--- config.mk ---
export PLATFORM = sky130hd
export DESIGN_NAME = fifo_level_irq
export DESIGN_NICKNAME = d
export VERILOG_FILES = /design/src/rtl/fli_pkg.sv /design/src/rtl/fli_level_ctr.sv /design/src/rtl/fli_rx_cond.sv /design/src/rtl/fli_tx_cond.sv /design/src/rtl/fli_sticky_flag.sv /design/src/rtl/fifo_level_irq.sv
export SDC_FILE = /design/constraint.sdc
export NUM_CORES = 1
export LEC_CHECK = 0
export ABC_AREA = 0
export CAP_MARGIN = 5
export CORE_AREA = 4 4 52 54
export DETAILED_ROUTE_END_ITERATION = 10
export DIE_AREA = 0 0 56 58
export PLACE_DENSITY = 0.74
export SLEW_MARGIN = 20
export SYNTH_ARGS = -nofsm -noshare
export SYNTH_HDL_FRONTEND = slang
export SYNTH_HIERARCHICAL = 1
export SYNTH_SLANG_ARGS = --single-unit
--- constraint.sdc ---
create_clock -name clk -period 2.25 [get_ports clk]
set_input_delay 0.45 -clock clk [delete_from_list [all_inputs] [get_ports clk]]
set_output_delay 0.45 -clock clk [all_outputs]
set_load 0.01 [all_outputs]
--- src/rtl/fli_pkg.sv ---
package fli_pkg;
   typedef enum logic [1:0] {
      RX_ANY  = 2'b00,
      RX_HALF = 2'b01,
      RX_NEAR = 2'b10,
      RX_FULL = 2'b11
   } rx_sel_e;

   typedef enum logic [1:0] {
      TX_ROOM    = 2'b00,
      TX_EMPTY   = 2'b01,
      TX_HALF    = 2'b10,
      TX_DRAINED = 2'b11
   } tx_sel_e;

   function automatic int unsigned cnt_width(input int unsigned depth);
      return $clog2(depth + 1);
   endfunction
endpackage

--- src/rtl/fli_level_ctr.sv ---
module fli_level_ctr #(
   parameter int unsigned DEPTH = 8,
   parameter int unsigned CW    = 4
) (
   input  logic          clk,
   input  logic          rst_n,
   input  logic          clear,
   input  logic          push,
   input  logic          pop,
   output logic [CW-1:0] count
);
   localparam logic [CW-1:0] FULL_LVL = CW'(DEPTH);

   logic [CW-1:0] cnt_q;
   logic          take_push;
   logic          take_pop;

   // push refused at full, pop refused at empty; both judged on current count
   assign take_push = push && (cnt_q != FULL_LVL);
   assign take_pop  = pop  && (cnt_q != '0);

   always_ff @(posedge clk or negedge rst_n) begin
      if (!rst_n) begin
         cnt_q <= '0;
      end else if (clear) begin
         cnt_q <= '0;
      end else begin
         case ({take_push, take_pop})
            2'b10:   cnt_q <= cnt_q + 1'b1;
            2'b01:   cnt_q <= cnt_q - 1'b1;
            default: cnt_q <= cnt_q;
         endcase
      end
   end

   assign count = cnt_q;

   AST_CNT_BOUND: assert property (@(posedge clk) disable iff (!rst_n)
      cnt_q <= FULL_LVL);
   AST_CNT_CLEARED: assert property (@(posedge clk) disable iff (!rst_n)
      clear |=> (cnt_q == '0));
endmodule

--- src/rtl/fli_rx_cond.sv ---
module fli_rx_cond
   import fli_pkg::*;
#(
   parameter int unsigned DEPTH     = 8,
   parameter int unsigned CW        = 4,
   parameter bit          HAS_DRAIN = 1'b1
) (
   input  logic          clk,
   input  logic          rst_n,
   input  logic          enable,
   input  logic          drain_all,
   input  logic [1:0]    mode,
   input  logic [CW-1:0] count,
   output logic          cond
);
   localparam logic [CW-1:0] LVL_HALF = CW'(DEPTH / 2);
   localparam logic [CW-1:0] LVL_NEAR = CW'(DEPTH - 2);
   localparam logic [CW-1:0] LVL_FULL = CW'(DEPTH);

   logic base;
   logic hold;

   always_comb begin
      unique case (rx_sel_e'(mode))
         RX_ANY:  base = (count != '0);
         RX_HALF: base = (count >= LVL_HALF);
         RX_NEAR: base = (count >= LVL_NEAR);
         RX_FULL: base = (count == LVL_FULL);
         default: base = 1'b0;
      endcase
   end

   generate
      if (HAS_DRAIN) begin : g_drain
         logic hold_q;
         always_ff @(posedge clk or negedge rst_n) begin
            if (!rst_n) hold_q <= 1'b0;
            else        hold_q <= enable && drain_all && cond;
         end
         assign hold = hold_q && (count != '0);

         AST_DRAIN_KEEP: assert property (@(posedge clk) disable iff (!rst_n)
            (enable && drain_all && cond) |=> (!drain_all || count == '0 || cond));
      end else begin : g_plain
         assign hold = 1'b0;
      end
   endgenerate

   assign cond = base || (drain_all && hold);
endmodule

--- src/rtl/fli_tx_cond.sv ---
module fli_tx_cond
   import fli_pkg::*;
#(
   parameter int unsigned DEPTH = 8,
   parameter int unsigned CW    = 4
) (
   input  logic [1:0]    mode,
   input  logic [CW-1:0] count,
   input  logic          shift_idle,
   output logic          cond
);
   localparam logic [CW-1:0] LVL_HALF = CW'(DEPTH / 2);
   localparam logic [CW-1:0] LVL_FULL = CW'(DEPTH);

   always_comb begin
      unique case (tx_sel_e'(mode))
         TX_ROOM:    cond = (count != LVL_FULL);
         TX_EMPTY:   cond = (count == '0);
         TX_HALF:    cond = (count <= LVL_HALF);
         TX_DRAINED: cond = (count == '0) && shift_idle;
         default:    cond = 1'b0;
      endcase
   end
endmodule

--- src/rtl/fli_sticky_flag.sv ---
module fli_sticky_flag (
   input  logic clk,
   input  logic rst_n,
   input  logic enable,
   input  logic cond,
   input  logic clr,
   output logic flag
);
   logic flag_q;

   always_ff @(posedge clk or negedge rst_n) begin
      if (!rst_n)       flag_q <= 1'b0;
      else if (!enable) flag_q <= 1'b0;
      else if (cond)    flag_q <= 1'b1;
      else if (clr)     flag_q <= 1'b0;
   end

   assign flag = flag_q;

   AST_SET_WINS: assert property (@(posedge clk) disable iff (!rst_n)
      (enable && cond) |=> flag_q);
   AST_CLR_TAKES: assert property (@(posedge clk) disable iff (!rst_n)
      (enable && !cond && clr) |=> !flag_q);
   AST_STICKY: assert property (@(posedge clk) disable iff (!rst_n)
      (enable && flag_q && !clr) |=> flag_q);
   AST_OFF_QUIET: assert property (@(posedge clk) disable iff (!rst_n)
      !enable |=> !flag_q);
endmodule

--- src/rtl/fifo_level_irq.sv ---
module fifo_level_irq
   import fli_pkg::*;
#(
   parameter int unsigned DEPTH     = 8,
   parameter bit          HAS_DRAIN = 1'b1,
   parameter int unsigned CW        = cnt_width(DEPTH)
) (
   input  logic          clk,
   input  logic          rst_n,
   input  logic          enable,
   input  logic [1:0]    rx_mode,
   input  logic [1:0]    tx_mode,
   input  logic          rx_drain_all,
   input  logic          rx_push,
   input  logic          rx_pop,
   input  logic          tx_push,
   input  logic          tx_pop,
   input  logic          tx_shift_idle,
   input  logic          rx_flag_clr,
   input  logic          tx_flag_clr,
   output logic          rx_irq,
   output logic          tx_irq,
   output logic [CW-1:0] rx_count,
   output logic [CW-1:0] tx_count
);
   initial begin
      assert (DEPTH >= 4 && DEPTH % 2 == 0)
         else $error("fifo_level_irq: DEPTH must be even and at least 4");
      assert (CW >= cnt_width(DEPTH))
         else $error("fifo_level_irq: CW too narrow for DEPTH");
   end

   logic rx_cond;
   logic tx_cond;

   fli_level_ctr #(.DEPTH(DEPTH), .CW(CW)) u_rx_ctr (
      .clk(clk), .rst_n(rst_n), .clear(!enable),
      .push(rx_push), .pop(rx_pop), .count(rx_count));

   fli_level_ctr #(.DEPTH(DEPTH), .CW(CW)) u_tx_ctr (
      .clk(clk), .rst_n(rst_n), .clear(!enable),
      .push(tx_push), .pop(tx_pop), .count(tx_count));

   fli_rx_cond #(.DEPTH(DEPTH), .CW(CW), .HAS_DRAIN(HAS_DRAIN)) u_rx_cond (
      .clk(clk), .rst_n(rst_n), .enable(enable), .drain_all(rx_drain_all),
      .mode(rx_mode), .count(rx_count), .cond(rx_cond));

   fli_tx_cond #(.DEPTH(DEPTH), .CW(CW)) u_tx_cond (
      .mode(tx_mode), .count(tx_count), .shift_idle(tx_shift_idle), .cond(tx_cond));

   fli_sticky_flag u_rx_flag (
      .clk(clk), .rst_n(rst_n), .enable(enable), .cond(rx_cond),
      .clr(rx_flag_clr), .flag(rx_irq));

   fli_sticky_flag u_tx_flag (
      .clk(clk), .rst_n(rst_n), .enable(enable), .cond(tx_cond),
      .clr(tx_flag_clr), .flag(tx_irq));

   AST_TX_AT_ENABLE: assert property (@(posedge clk) disable iff (!rst_n)
      ($rose(enable) && tx_shift_idle) |=> tx_irq);
   AST_FULL_RX_FIRES: assert property (@(posedge clk) disable iff (!rst_n)
      (enable && rx_count == CW'(DEPTH)) |=> rx_irq);
endmodule

==> insert_results.sql <==
INSERT INTO impl_metrics (metric_group, metric, value, unit) VALUES
('outcome', 'run_status', 'completed', ''),
('global_routing', 'gr-usage-met1', '0.187', ''),
('floorplanning', 'die_height', '58', 'um'),
('drt', 'avgViaCountPerCell', '5.50', ''),
('sta', 'final_critical_path_setup_slack', '94.6', 'ps'),
('global_routing', 'pin_count_of_the_biggest_net_entering_global_routing', '12', ''),
('placement', 'detailedPlacementHpwl', '1940', 'um'),
('placement', 'dpl_cell_area', '1330', 'um^2'),
('drt', 'ant_nets', '0', ''),
('sta', 'hold-worst-slack', '510', 'ps'),
('global_routing', 'gr-max-usage-layer', 'met2', ''),
('drt', 'post_detailed_routing_wire_length', '2470', 'um'),
('worst_setup_path', 'worst_setup_path_end_kind', 'register', ''),
('yosys', 'synth.ff_latch_count', '11', ''),
('worst_setup_path', 'top_family_by_delay_on_critical_path', 'compound AO/OA/AOI/OAI gates', ''),
('final_layout', 'postLayoutCellArea', '1410', 'um^2'),
('drt', 'vias', '952', ''),
('global_routing', 'met2_usage', '0.272', ''),
('worst_setup_path', 'reg2regPathDepth', '7', ''),
('final_layout', 'finish.net_count', '165', ''),
('cts', 'cts_tree', 'done', ''),
('yosys', 'ys_types', '34', ''),
('sta', 'fin_skew', '0.602', 'ps'),
('global_routing', 'grtUsageTotal', '0.155', ''),
('power', 'leakage', '0.606', 'nW'),
('yosys', 'avgSynthCellArea', '9.32', 'um^2'),
('floorplanning', 'floorplan.initialDensity', '0.404', ''),
('cts', 'cts_max_level', '1', ''),
('yosys', 'synth_sequential_area_ratio', '0.308', ''),
('drt', 'drt_drc', '0', ''),
('final_layout', 'diodes_inserted', '0', ''),
('placement', 'io_buffer_count', '24', ''),
('worst_setup_path', 'critical_path_required', '2440', 'ps'),
('worst_setup_path', 'timing_worst_setup_path_type', 'reg2reg', ''),
('worst_setup_path', 'r2r_start', 'u_rx_ctr/count[2]$_DFFE_PN0P_', ''),
('yosys', 'synth_area', '895', 'um^2'),
('cts', 'clockBufferDepth', '2', ''),
('floorplanning', 'die_area', '3250', 'um^2'),
('worst_setup_path', 'slowest_delay', '470', 'ps'),
('hold_path', 'min_path_type', 'in2async', ''),
('final_layout', 'post-route-util', '0.639', ''),
('global_routing', 'initial_antenna_violation_count', '0', ''),
('worst_setup_path', 'end_of_the_worst_register_to_register_path', 'u_rx_ctr/count[3]$_DFFE_PN0P_', ''),
('floorplanning', 'fp.dieW', '56', 'um'),
('yosys', 'synth_warnings', '6', ''),
('worst_setup_path', 'slowest_stage', 'sky130_fd_sc_hd__or4_1', ''),
('cts', 'cts_root_buffer', 'sky130_fd_sc_hd__clkbuf_4', ''),
('global_routing', 'grt_first_pass_wirelength', '4040', 'um'),
('global_routing', 'groute.layer.met3.usage', '0.0557', ''),
('sta', 'slew-limit-headroom', '0.677', ''),
('sta', 'post-route-min-period', '2160', 'ps'),
('drt', 'avgRoutedWirePerCell', '14.3', 'um'),
('worst_setup_path', 'worstSetupStartpointType', 'register', ''),
('final_layout', 'final_layout_size_suffix_gt1_frac', '0.331', ''),
('worst_setup_path', 'path_buf_inv', '0', ''),
('power', 'cellPowerDensity', '1220', 'nW/um^2'),
('global_routing', 'grt_pass1_vias', '924', ''),
('yosys', 'synth_cells', '96', ''),
('sta', 'maxClockFrequency', '464', 'MHz'),
('drt', 'dr.first_iter.drc_count', '21', ''),
('sta', 'layout_worst_path_cycle_share', '0.958', ''),
('yosys', 'syn-num-nets', '115', ''),
('final_layout', 'syn2layout_area_growth', '57.9', '%'),
('worst_setup_path', 'critical_path.max_fanout', '4', ''),
('floorplanning', 'floorplan.core_area', '2210', 'um^2'),
('final_layout', 'fillerInstances', '186', ''),
('cts', 'clock_insertion_delay_worst_skew', '260', 'ps'),
('cts', 'numCtsBuffers', '3', ''),
('sta', 'setup_viol_count_final', '0', ''),
('worst_setup_path', 'crit_chain', 'o41ai_2, nor2_2, ha_1, o21ai_0, a211oi_1, or4_1, a21oi_1', ''),
('power', 'vdd.ir_drop.worst', '0.730', 'mV'),
('floorplanning', 'num_rows', '17', ''),
('placement', 'gp_congestion', '0.822', ''),
('run', 'max_cap_violations', '0', ''),
('cts', 'clk_transition_reported_paths', '70', 'ps'),
('drt', 'drt_first_pass_iters', '4', ''),
('floorplanning', 'number_of_primary_i_o_pins', '25', ''),
('global_routing', 'overflow', '0', ''),
('worst_setup_path', 'crit_arrival', '2350', 'ps'),
('placement', 'place_ws', '-149', 'ps'),
('sta', 'drv_slew', '0', ''),
('cts', 'clkSinkCount', '11', ''),
('worst_setup_path', 'r2r_slack', '90', 'ps'),
('sta', 'hold_viol_final', '0', ''),
('sta', 'tightestPinTransition', '482', 'ps');
## kinds of logic (layout without fill, tap and decap cells)
logic type | count (synthesis) | after routing | share of synthesized area
AO/OA/AOI/OAI | 36 | 36 | 0.298
XOR/XNOR | 4 | 4 | 0.0392
adder cells (fa/ha/maj) | 4 | 4 | 0.0559
buffers and inverters | 8 | 57 | 0.0531
flip-flops | 11 | 11 | 0.308
multiplexers | 4 | 4 | 0.0448
AND/OR/NAND/NOR | 29 | 29 | 0.201
## placed cells by master (no fill, tap or decap), drive strengths merged, types with 5 or more instances in the layout
cell type / count
dfrtp: 11
a211oi: 5
clkdlybuf4s50: 24
nor3: 5
a21oi: 6
buf: 25
nor2: 9
o21ai: 5
## power breakdown
part | internal (mW) | total, mW | switching [mW]
combinational | 0.691 | 1.23 | 0.534
sequential | 0.271 | 0.370 | 0.0991
clock | 0.0686 | 0.133 | 0.0646
total | 1.03 | 1.73 | 0.698
## how the worst max path moves through the flow
stage,startpoint,endpoint,slack (ps),depth (start not counted)
final,u_rx_ctr/count[2]$_DFFE_PN0P_,u_rx_ctr/count[3]$_DFFE_PN0P_,90,7
after global placement,tx_pop,u_tx_ctr/count[3]$_DFFE_PN0P_,-110,8
after detailed placement,rx_pop,u_rx_ctr/count[3]$_DFFE_PN0P_,-150,8
after floorplan,u_tx_ctr/count[1]$_DFFE_PN0P_,u_tx_ctr/count[3]$_DFFE_PN0P_,50,8
after global routing,u_rx_ctr/count[2]$_DFFE_PN0P_,u_rx_ctr/count[3]$_DFFE_PN0P_,-5,7
after CTS,u_rx_ctr/count[2]$_DFFE_PN0P_,u_rx_ctr/count[3]$_DFFE_PN0P_,30,7
## what timing repair did
| item | 4_1_cts | 5_1_grt |
|---|---|---|
| resized for setup | 0 | 11 |
| setup endpoints to repair | 0 | 2 |
| hold buffers | 0 | 0 |
| buffers inserted | 0 | 1 |
## through the flow
stage                     instances  power, mW  setup TNS, ps
after floorplan                  96      0.978              0
after global placement          168       1.45           -155
after detailed placement        168       1.51           -271
after CTS                       172       1.65              0
after global routing            173       1.87          -4.63
final                           173       1.73              0
## layout make-up
cell class | instances | area (um^2) | area share
well taps | 28 | 35.0 | 0.0248
inverters | 4 | 15.0 | 0.0106
flip-flops and latches | 11 | 280 | 0.198
clock buffers | 4 | 26.3 | 0.0186
repair buffers | 49 | 428 | 0.303
multi-input cells | 77 | 628 | 0.445
## layer usage
metal | vias to the layer above | wire (um)
li1 | 473 | -
met1 | 450 | 1100
met2 | 25 | 1210
met3 | 4 | 129
met4 | 0 | 21
met5 | - | 0
## sequential cells by signal, summed over array words and instances (netlist names)
signal and cells:
u_rx_ctr/count 4, u_tx_ctr/count 4, u_rx_cond/g_drain.hold_q 1, u_rx_flag/flag 1, u_tx_flag/flag 1
## worst register-to-register path, cell delays in order (launching register included)
cell and delay (ps):
sky130_fd_sc_hd__dfrtp_2 430, sky130_fd_sc_hd__o41ai_2 400, sky130_fd_sc_hd__nor2_2 80, sky130_fd_sc_hd__ha_1 320, sky130_fd_sc_hd__o21ai_0 110, sky130_fd_sc_hd__a211oi_1 120, sky130_fd_sc_hd__or4_1 470, sky130_fd_sc_hd__a21oi_1 150
## Yosys cell counts
cell                       count  area (um^2)
sky130_fd_sc_hd__o31ai_1       2         15.0
sky130_fd_sc_hd__a31oi_1       2         12.5
sky130_fd_sc_hd__xor2_1        2         17.5
sky130_fd_sc_hd__o211ai_1      1         7.51
sky130_fd_sc_hd__o311a_1       2         20.0
sky130_fd_sc_hd__clkbuf_2      2         10.0
sky130_fd_sc_hd__o21a_1        4         30.0
sky130_fd_sc_hd__nor3_1        4         20.0
sky130_fd_sc_hd__nand3b_1      3         22.5
sky130_fd_sc_hd__o211a_2       1         10.0
sky130_fd_sc_hd__a21oi_1       6         30.0
sky130_fd_sc_hd__mux2i_1       4         40.0
sky130_fd_sc_hd__or4_1         2         15.0
sky130_fd_sc_hd__a211o_1       2         17.5
sky130_fd_sc_hd__o2111a_1      1         11.3
sky130_fd_sc_hd__nor3_2        1         10.0
sky130_fd_sc_hd__a211oi_2      1         12.5
sky130_fd_sc_hd__nor2b_4       2         27.5
sky130_fd_sc_hd__ha_1          4         50.1
sky130_fd_sc_hd__o21ai_0       4         20.0
sky130_fd_sc_hd__nor4_1        1         6.26
sky130_fd_sc_hd__dfrtp_1      11          275
sky130_fd_sc_hd__a21o_1        1         7.51
sky130_fd_sc_hd__and3b_2       2         20.0
sky130_fd_sc_hd__inv_1         4         15.0
sky130_fd_sc_hd__or4b_1        1         10.0
sky130_fd_sc_hd__nand2_1       4         15.0
sky130_fd_sc_hd__buf_6         2         22.5
sky130_fd_sc_hd__o41ai_1       2         17.5
sky130_fd_sc_hd__o31a_2        2         20.0
sky130_fd_sc_hd__xnor2_1       2         17.5
sky130_fd_sc_hd__o21ai_1       1         5.00
sky130_fd_sc_hd__a211oi_1      4         30.0
sky130_fd_sc_hd__nor2_1        9         33.8
Power figures use the tool's default switching activity.
